## config.mk

```make
export PLATFORM = sky130hd
export DESIGN_NAME = bg_pattern_gen
export DESIGN_NICKNAME = d
export VERILOG_FILES = /design/src/rtl/bg_pattern_pkg.sv /design/src/rtl/bg_pattern_ctrl.sv /design/src/rtl/bg_pattern_dp.sv /design/src/rtl/bg_pattern_gen.sv
export SDC_FILE = /design/constraint.sdc
export NUM_CORES = 1
export LEC_CHECK = 0
export ABC_AREA = 1
export BUFFER_PORTS_ARGS = -buffer_cell sky130_fd_sc_hd__buf_2
export CAP_MARGIN = 20
export CORE_UTILIZATION = 40
export CTS_BUF_LIST = sky130_fd_sc_hd__clkbuf_4
export CTS_CLUSTER_DIAMETER = 150
export DETAILED_ROUTE_END_ITERATION = 7
export PLACE_DENSITY = 0.63
export SLEW_MARGIN = 0
export SYNTH_ARGS = -nofsm -noshare
export SYNTH_HDL_FRONTEND = slang
export SYNTH_SLANG_ARGS = --single-unit
```

## constraint.sdc

```tcl
create_clock -name clk -period 0.8 [get_ports clk]
set_clock_uncertainty 0.15 [all_clocks]
set_input_delay 0.08 -clock clk [delete_from_list [all_inputs] [get_ports clk]]
set_output_delay 0.08 -clock clk [all_outputs]
set_load 0.02 [all_outputs]
```

## src/rtl/bg_pattern_pkg.sv

```systemverilog
package bg_pattern_pkg;

  typedef enum logic [2:0] {
    BG_SOLID   = 3'd0,
    BG_CHECKER = 3'd1,
    BG_ROWSTR  = 3'd2,
    BG_COLSTR  = 3'd3,
    BG_WALK    = 3'd4,
    BG_RANDOM  = 3'd5
  } bgKind_e;

  // Strobes passed from control to datapath
  typedef struct packed {
    logic    load;
    logic    inv;
    bgKind_e kind;
  } bgStrobe_t;

endpackage

```

## src/rtl/bg_pattern_ctrl.sv

```systemverilog
module bg_pattern_ctrl
  import bg_pattern_pkg::*;
(
  input  logic       reqValid,
  input  logic [2:0] patSel,
  input  logic       invert,
  output bgStrobe_t  strb
);

  // Codes beyond the defined set collapse onto the solid background
  always_comb begin
    strb.load = reqValid;
    strb.inv  = invert;
    case (patSel)
      3'd1:    strb.kind = BG_CHECKER;
      3'd2:    strb.kind = BG_ROWSTR;
      3'd3:    strb.kind = BG_COLSTR;
      3'd4:    strb.kind = BG_WALK;
      3'd5:    strb.kind = BG_RANDOM;
      default: strb.kind = BG_SOLID;
    endcase
  end

endmodule

```

## src/rtl/bg_pattern_dp.sv

```systemverilog
module bg_pattern_dp
  import bg_pattern_pkg::*;
#(
  parameter int DATA_W    = 32,
  parameter int ROW_W     = 12,
  parameter int COL_W     = 10,
  parameter int ROUND_W   = 8,
  parameter int MIX_STEPS = 4,
  parameter int MIX_SHIFT = 5,
  parameter logic [DATA_W-1:0] POLY = 32'h04C1_1DB7
) (
  input  logic                clk,
  input  logic                rstN,
  input  bgStrobe_t           strb,
  input  logic [ROW_W-1:0]    rowAddr,
  input  logic [COL_W-1:0]    colAddr,
  input  logic [ROUND_W-1:0]  roundIdx,
  input  logic [DATA_W-1:0]   seed,
  output logic [DATA_W-1:0]   dataOut,
  output logic                dataValid
);

  localparam int KEY_W = ROUND_W + ROW_W + COL_W;
  localparam int SUM_W = ((ROUND_W > COL_W) ? ROUND_W : COL_W) + 1;
  localparam logic [DATA_W-1:0] ONE_HOT0 = DATA_W'(1);

  logic [DATA_W-1:0] checkWord, rowWord, colWord, walkWord, randWord;
  logic [DATA_W-1:0] baseWord, nextWord;
  logic [SUM_W-1:0]  walkSum, walkPos;
  logic [KEY_W-1:0]  key;
  logic [DATA_W-1:0] folded;
  logic [DATA_W-1:0] mixState [MIX_STEPS+1];

  // Address-derived static backgrounds
  assign checkWord = {DATA_W{rowAddr[0] ^ colAddr[0]}};
  assign rowWord   = {DATA_W{rowAddr[0]}};
  assign colWord   = {DATA_W{colAddr[0]}};

  // Walking one: position advances with the round and the column
  assign walkSum  = SUM_W'(roundIdx) + SUM_W'(colAddr);
  assign walkPos  = walkSum % SUM_W'(DATA_W);
  assign walkWord = ONE_HOT0 << walkPos;

  // Pseudo-random background: fold key into seed, then linear mixing
  assign key = {roundIdx, rowAddr, colAddr};

  always_comb begin
    folded = '0;
    for (int i = 0; i < KEY_W; i++) begin
      folded[i % DATA_W] = folded[i % DATA_W] ^ key[i];
    end
  end

  assign mixState[0] = seed ^ folded;

  generate
    for (genvar s = 0; s < MIX_STEPS; s++) begin : g_mix
      logic [DATA_W-1:0] stepped;
      assign stepped = {mixState[s][DATA_W-2:0], 1'b0}
                     ^ (mixState[s][DATA_W-1] ? POLY : '0);
      assign mixState[s+1] = stepped ^ (stepped >> MIX_SHIFT);
    end
  endgenerate

  assign randWord = mixState[MIX_STEPS];

  always_comb begin
    case (strb.kind)
      BG_CHECKER: baseWord = checkWord;
      BG_ROWSTR:  baseWord = rowWord;
      BG_COLSTR:  baseWord = colWord;
      BG_WALK:    baseWord = walkWord;
      BG_RANDOM:  baseWord = randWord;
      default:    baseWord = '0;
    endcase
    nextWord = strb.inv ? ~baseWord : baseWord;
  end

  always_ff @(posedge clk or negedge rstN) begin
    if (!rstN) begin
      dataOut   <= '0;
      dataValid <= 1'b0;
    end else begin
      dataValid <= strb.load;
      if (strb.load) dataOut <= nextWord;
    end
  end

  // One-cycle latency of the valid flag
  assert_valid_latency_R2: assert property (@(posedge clk) disable iff (!rstN)
    strb.load |=> dataValid);
  assert_valid_drop_R2: assert property (@(posedge clk) disable iff (!rstN)
    !strb.load |=> !dataValid);
  // Output holds between requests
  assert_hold_idle_R2: assert property (@(posedge clk) disable iff (!rstN)
    !strb.load |=> $stable(dataOut));
  // Solid follows only the invert flag
  assert_solid_word_R3: assert property (@(posedge clk) disable iff (!rstN)
    (strb.load && strb.kind == BG_SOLID) |=> (dataOut == {DATA_W{$past(strb.inv)}}));
  // Stripe and checker words are uniform
  assert_uniform_word_R4: assert property (@(posedge clk) disable iff (!rstN)
    (strb.load && (strb.kind == BG_CHECKER || strb.kind == BG_ROWSTR ||
                   strb.kind == BG_COLSTR))
    |=> (dataOut == '0 || dataOut == '1));
  // Walking word carries exactly one set bit
  assert_walk_single_R7: assert property (@(posedge clk) disable iff (!rstN)
    (strb.load && strb.kind == BG_WALK && !strb.inv) |=> $onehot(dataOut));

endmodule

```

## src/rtl/bg_pattern_gen.sv

```systemverilog
module bg_pattern_gen
  import bg_pattern_pkg::*;
#(
  parameter int DATA_W    = 32,
  parameter int ROW_W     = 12,
  parameter int COL_W     = 10,
  parameter int ROUND_W   = 8,
  parameter int MIX_STEPS = 4,
  parameter int MIX_SHIFT = 5,
  parameter logic [DATA_W-1:0] POLY = 32'h04C1_1DB7
) (
  input  logic                clk,
  input  logic                rstN,
  input  logic                reqValid,
  input  logic [2:0]          patSel,
  input  logic                invert,
  input  logic [ROW_W-1:0]    rowAddr,
  input  logic [COL_W-1:0]    colAddr,
  input  logic [ROUND_W-1:0]  roundIdx,
  input  logic [DATA_W-1:0]   seed,
  output logic [DATA_W-1:0]   dataOut,
  output logic                dataValid
);

  bgStrobe_t strb;

  bg_pattern_ctrl u_ctrl (
    .reqValid (reqValid),
    .patSel   (patSel),
    .invert   (invert),
    .strb     (strb)
  );

  bg_pattern_dp #(
    .DATA_W    (DATA_W),
    .ROW_W     (ROW_W),
    .COL_W     (COL_W),
    .ROUND_W   (ROUND_W),
    .MIX_STEPS (MIX_STEPS),
    .MIX_SHIFT (MIX_SHIFT),
    .POLY      (POLY)
  ) u_dp (
    .clk       (clk),
    .rstN      (rstN),
    .strb      (strb),
    .rowAddr   (rowAddr),
    .colAddr   (colAddr),
    .roundIdx  (roundIdx),
    .seed      (seed),
    .dataOut   (dataOut),
    .dataValid (dataValid)
  );

endmodule

```

== Yosys cells after proc, flatten, opt, wreduce, memory -nomap -nowiden ==
Cells that the tools add are included.

* Output and inout bits: 33
* Input bits: 69
* Register bits: 33

* Equality and inequality tests: 10
* Shift operators: 1
* Bitwise logic cells: 11
* Muxes and demuxes: 7
* Add/subtract/negate cells: 1

{| class="wikitable"
|+ Operators with widths
! kind !! number
|-
| XOR 32 x 27 -> 32 bit || 8
|-
| one-hot mux 32 bit (5 select lines) || 1
|-
| two-way mux 27 bit || 4
|-
| two-way mux 32 bit || 1
|-
| NOT 32 bit || 1
|-
| << shifter 1 x 5 -> 32 bit (first input constant) || 1
|-
| XOR 32 x 30 -> 32 bit || 1
|-
| one-hot mux 3 bit (5 select lines) || 1
|-
| equality test 3 x 2 -> 1 bit (second input constant) || 4
|-
| equality test 3 bit (second input constant) || 4
|-
| equality test 3 x 1 -> 1 bit (second input constant) || 2
|-
| adder 5 bit || 1
|-
| XOR 1 bit || 1
|}

== Logic depth before layout (Yosys ltp) ==
* Depth after elaboration: 16
* Gate-level depth with buffers: 18

== By module ==
A second synthesis with hierarchy kept.

* Cells, all modules: 634
* Area, all modules: 4070.2 sq um

{| class="wikitable"
|+ By module, submodules not included
! module !! instances !! area each (sq um) !! seq. area each (sq um) !! cells an instance
|-
| bg_pattern_dp || 1 || 4031.4 || 825.8 || 626
|-
| bg_pattern_ctrl || 1 || 38.8 || 0.0 || 8
|}

== Least setup slack after synthesis ==
No wires, ideal clock.

* Path type: input to register
* Start point: input port colAddr[0]
* End point: register u_dp.dataOut[26]
* Arrival: 1.877 ns
* Slack: -1.359 ns
* Cell stages on the path: 13
* Data required time: 0.518 ns
* Library setup time: 0.132 ns
* Cell sequence: ha_1 > fa_1 > nand2_1 > inv_2 > nor2_1 > o21bai_4 > xor2_2 > nor2_2 > buf_6 > nand3_1 > nand3_1 > xor2_1 > o21ai_1

* Cells in the longest elaborated chain, start to end: 5
* Elaborated cells on any way between the ends: 6
* Classes of those cells: add/sub (1); shift (1); mux (2); bitwise (2)

{| class="wikitable"
|+ Ends and longest elaborated chain
! what !! line !! RTL
|-
| from (decl) || bg_pattern_gen.sv:18 || <nowiki>input logic [COL_W-1:0] colAddr,</nowiki>
|-
| adder 5 bit || bg_pattern_dp.sv:40 || <nowiki>assign walkSum = SUM_W'(roundIdx) + SUM_W'(colAddr);</nowiki>
|-
| << shifter 1 x 5 -> 32 bit || bg_pattern_dp.sv:42 || <nowiki>assign walkWord = ONE_HOT0 << walkPos;</nowiki>
|-
| one-hot mux 32 bit (5 select lines) (*) || bg_pattern_dp.sv:68 || <nowiki>case (strb.kind)</nowiki>
|-
| NOT 32 bit || bg_pattern_dp.sv:76 || <nowiki>nextWord = strb.inv ? ~baseWord : baseWord;</nowiki>
|-
| two-way mux 32 bit (*) || bg_pattern_dp.sv:76 ||
|-
| to (signal assigned) || bg_pattern_dp.sv:85 || <nowiki>if (strb.load) dataOut <= nextWord;</nowiki>
|-
| to (decl) || bg_pattern_dp.sv:19 || <nowiki>output logic [DATA_W-1:0] dataOut,</nowiki>
|}

Mark *: on every way between the ends. The rest lies on a longest branch, timed or not.
A chain may end at the register's enable or synchronous reset.

== Final worst setup path ==
* Start point: input port roundIdx[0]
* End point: register u_dp.dataOut[0]

* Cells in the longest elaborated chain, start to end: 5

{| class="wikitable"
|+ Ends and longest elaborated chain
! what !! line !! RTL
|-
| from (decl) || bg_pattern_gen.sv:19 || <nowiki>input logic [ROUND_W-1:0] roundIdx,</nowiki>
|-
| adder 5 bit (*) || bg_pattern_dp.sv:40 ||
|-
| << shifter 1 x 5 -> 32 bit (*) || bg_pattern_dp.sv:42 ||
|-
| one-hot mux 32 bit (5 select lines) (*) || bg_pattern_dp.sv:68 ||
|-
| NOT 32 bit || bg_pattern_dp.sv:76 ||
|-
| two-way mux 32 bit (*) || bg_pattern_dp.sv:76 ||
|}

Marked as above.

==> impl_summary.md <==
Outcome
The flow ran to the end, but the final reports show violations. The final reports fail on negative hold slack, negative setup slack.

Drt
The first TritonRoute pass finished after 4 iterations. The count of nets left with antenna violations once routing finished came out at 0. In the routed layout, each cell is associated on average with a via count of just under 5.

The total via count after detailed routing is ~4.7k. The starting DRC count in detailed routing is approximately 120. The total wire length is approximately 13000 µm. The average detailed-routed wire length per instance is 13.24 µm.

In the routed design, unresolved DRC markers number 0.

Global route
Global routing used approximately 26% of the available tracks across all layers. The first global-routing pass estimated between 20000 and 25000 µm of wire. Entering global routing, the biggest net connects 55 pins.

The via count of the first global-routing pass is 4485. The aggregate global routing overflow is 0. The initial antenna violation count is 0.

Worst setup path
The endpoint class of the critical path is a register. The critical path ends at u_dp.dataOut[0]. The maximum net fanout on the critical path is 5. The top cell family by delay on the critical path is adder cells.

For the worst setup path, the data required time is just under 0.9 ns. The launching instance or port of the critical path is roundIdx[0]. The worst setup slack for register-to-register paths is -0.25 ns. The setup path with the least slack is of type in2reg.

The worst register-to-register path has a depth of 4. Together, buffers and inverters on the worst path number 3. The longest individual stage delay on the worst path is around 0.35 ns. The reg-to-reg startpoint is u_dp.dataOut[22]. The cell with the biggest individual delay on the critical path is fa_2.

The data arrival time at the worst-slack endpoint is 1.88 ns. The signal on the critical path passes through buf_8 > ha_4 > fa_2 > nand2_2 > inv_2 > nor2_4 > o21bai_4 > xor2_4 > buf_4 > nand4_1 > nand3_2 > xor2_1 > o21ai_1. The worst setup path is launched from a primary input. In this run the critical register-to-register path is captured at u_dp.dataOut[22].

The critical path crosses 13 cells after its start point.

Clock network
For the worst-skew pair, the clock arrives at the later sink with an insertion delay of 0.33 ns. The number of levels the H-tree was split into is 2. The cell chosen for the clock root is clkbuf_4. The number of clock buffers added by TritonCTS is 5.

The maximum root-to-sink buffer count is 2. Clock-pin slew was measured on the worst setup and hold paths at around 0.11 ns. The clock net in this run drives a total of 33 sinks. The TritonCTS clock tree is done.

After clock tree synthesis, the flow added hold-fix buffers numbering 1.

Synthesis
Of the synthesized area, sequential elements account for 20.87%. The combined area of all synthesized cells is just under 4000 µm². In the post-synthesis netlist, the biggest area contributors are nand2_1, dfrtp_1, nand3_1.

Synthesis instantiated 36 different standard cells from the library. The share of synthesized area in the top cell type comes to approximately 22%. Counting every instance in the synthesized netlist gives about 640. The largest area contributor in the synthesized netlist is nand2_1. After synthesis the netlist holds a flip-flop and latch count of 33. The post-synth net total is 717. The mean cell area of the mapped netlist is between 6 and 7 µm². For this run, the number of Yosys warnings is 0.

Floorplan
Row generation in the floorplan step produced 35 rows. In this run the standard cell core region covers 9415 µm². The vertical die dimension is 101.5 µm. The die area is 10290 µm². Pin placement for this block handled 102 I/O pins. The initial utilization of the core area, before any placement, comes to approximately 42%.

The die span in x is roughly 100 µm.

Pwr
The analysis attributes to cell leakage a power of roughly 3.4 nW. The maximum resistive drop on vdd is ~770 µV. The power density over the cells is about 1400 nW/µm².

Final layout
Counting the fill cells in the layout gives 865. The area growth from synthesis to layout is 54.87%. The number of nets at the end of the flow is 927. The number of diodes added for antenna fixing is 0. The sequential cell area is roughly 830 µm². The multi-input combinational cells in the finished layout cover a total of approximately 3000 µm². The post-route netlist has around 36% of its cells at a drive strength greater than 1.

Placement
The post-placement setup slack is -1.485 ns. The count of input and output buffers is 101. At the end of routability-driven placement, the weighted congestion stood at 0.9112. Detailed placement finished with a half-perimeter wire length of 10310 µm.

Worst hold path
The count of cells along the worst hold path is 2. In this run the worst hold path is classified as in2reg.

Timing
The routed design could run at a clock period as short as roughly 1.8 ns. The total of endpoints with negative setup slack in the final report is 65. The number of slew-limit violations in the final report is 0.

The transition at the pin with the smallest max-transition slack is about 0.42 ns. On the final layout, the worst hold slack is -0.09283 ns. Setup repair after global routing could not meet its margin everywhere. The ratio of final minimum period to clock period is 225.2%.

The number of endpoints with negative hold slack in the final report was 2. In the post-route analysis, the smallest setup slack over all paths is -1.002 ns. The top achievable clock speed is around 0.56 GHz. Headroom to the max-slew limit came out at about 72%.

Flow run
The number of max-cap violations is 0.
## kinds of logic (layout without fill, tap and decap cells)
group	count (synthesis)	in the layout	share of synthesized area, %
AND/OR/NAND/NOR	378	379	40.39
buffers and inverters	88	298	9.172
XOR/XNOR	82	82	19.67
AO/OA/AOI/OAI	57	57	8.128
flip-flops	33	33	20.87
adder cells (fa/ha/maj)	5	5	1.771
## sequential cells by signal, indices dropped and copies added (netlist names)
signal,flops
u_dp.dataValid,1
u_dp.dataOut,32
## cells in the mapped netlist, drive strengths merged
library cell and number:
ha 4, o21bai 2, o211ai 1, xor2 53, nor3 5, clkinv 2
buf 14, xnor2 29, a31oi 1, clkbuf 10, nand2 237, fa 1
a41oi 3, nand3 95, a21oi 13, nand4 6, or2 3, nor2 29
dfrtp 33, o21ai 35, a21o 2, nand3b 3, inv 62
## per-layer routing
| metal | track usage [%] | up-vias | part of all wire, % |
|---|---|---|---|
| li1 | - | 2473 | - |
| met1 | 32.38 | 2148 | 45 |
| met2 | 46.94 | 106 | 50 |
| met3 | 1.656 | 22 | 2.8 |
| met4 | 9.365 | 0 | 2.6 |
| met5 | 0 | - | 0 |
## metrics by stage
step | setup TNS (ns) | utilization, % | cell area, µm² | instances | power, W
6_report | -40.64 | 65.08 | 6127 | 983 | 0.008544
5_1_grt | -44.43 | 65.08 | 6127 | 983 | 0.009177
4_1_cts | -41.94 | 62.86 | 5918 | 975 | 0.008303
3_5_place_dp | -45.47 | 57.12 | 5378 | 949 | 0.006413
3_3_place_gp | -44.97 | 57.12 | 5378 | 949 | 0.006336
2_1_floorplan | -36.85 | - | 4020 | 643 | 0.004673
## cell type report
class,count,share of cell area [%]
clock buffers,6,0.7351
clock inverters,2,0.5514
inverters,64,4.002
multi-input cells,523,49.89
flip-flops and latches,33,13.48
well taps,129,2.634
repair buffers,226,28.71
## how the worst min path moves through the flow
| stage | end | slack [ns] | startpoint |
|---|---|---|---|
| after floorplan | u_dp.dataOut[0] | -0.37 | rstN |
| after global placement | u_dp.dataOut[31] | -0.10 | rstN |
| after detailed placement | u_dp.dataOut[27] | -0.10 | rstN |
| after CTS | u_dp.dataValid | -0.11 | reqValid |
| after global routing | u_dp.dataValid | -0.09 | reqValid |
| final | u_dp.dataValid | -0.09 | reqValid |
## where the power goes
part / switching, W / internal (W) / total (W)
sequential: 0.000200 / 0.00192 / 0.00212
combinational: 0.00271 / 0.00244 / 0.00514
clock: 0.000596 / 0.000684 / 0.00128
total: 0.00350 / 0.00504 / 0.00854
## timing repair
action	in CTS	in global routing
gates resized for setup	98	34
gates cloned	2	0
buffers inserted	15	8
hold endpoints to repair	35	2
setup endpoints to repair	65	65
pin swaps	21	19
## layout by cell type, fill, tap and decap left out, types with 12 or more instances in the layout
cell type,n
nor2_1,16
o21ai_1,20
o21ai_0,13
nand2_1,226
buf_2,66
inv_1,52
a21oi_1,12
nand3_2,25
buf_4,115
dfrtp_1,33
xnor2_1,26
xor2_1,51
buf_6,36
nand3_1,70
Power figures use the tool's default switching activity.
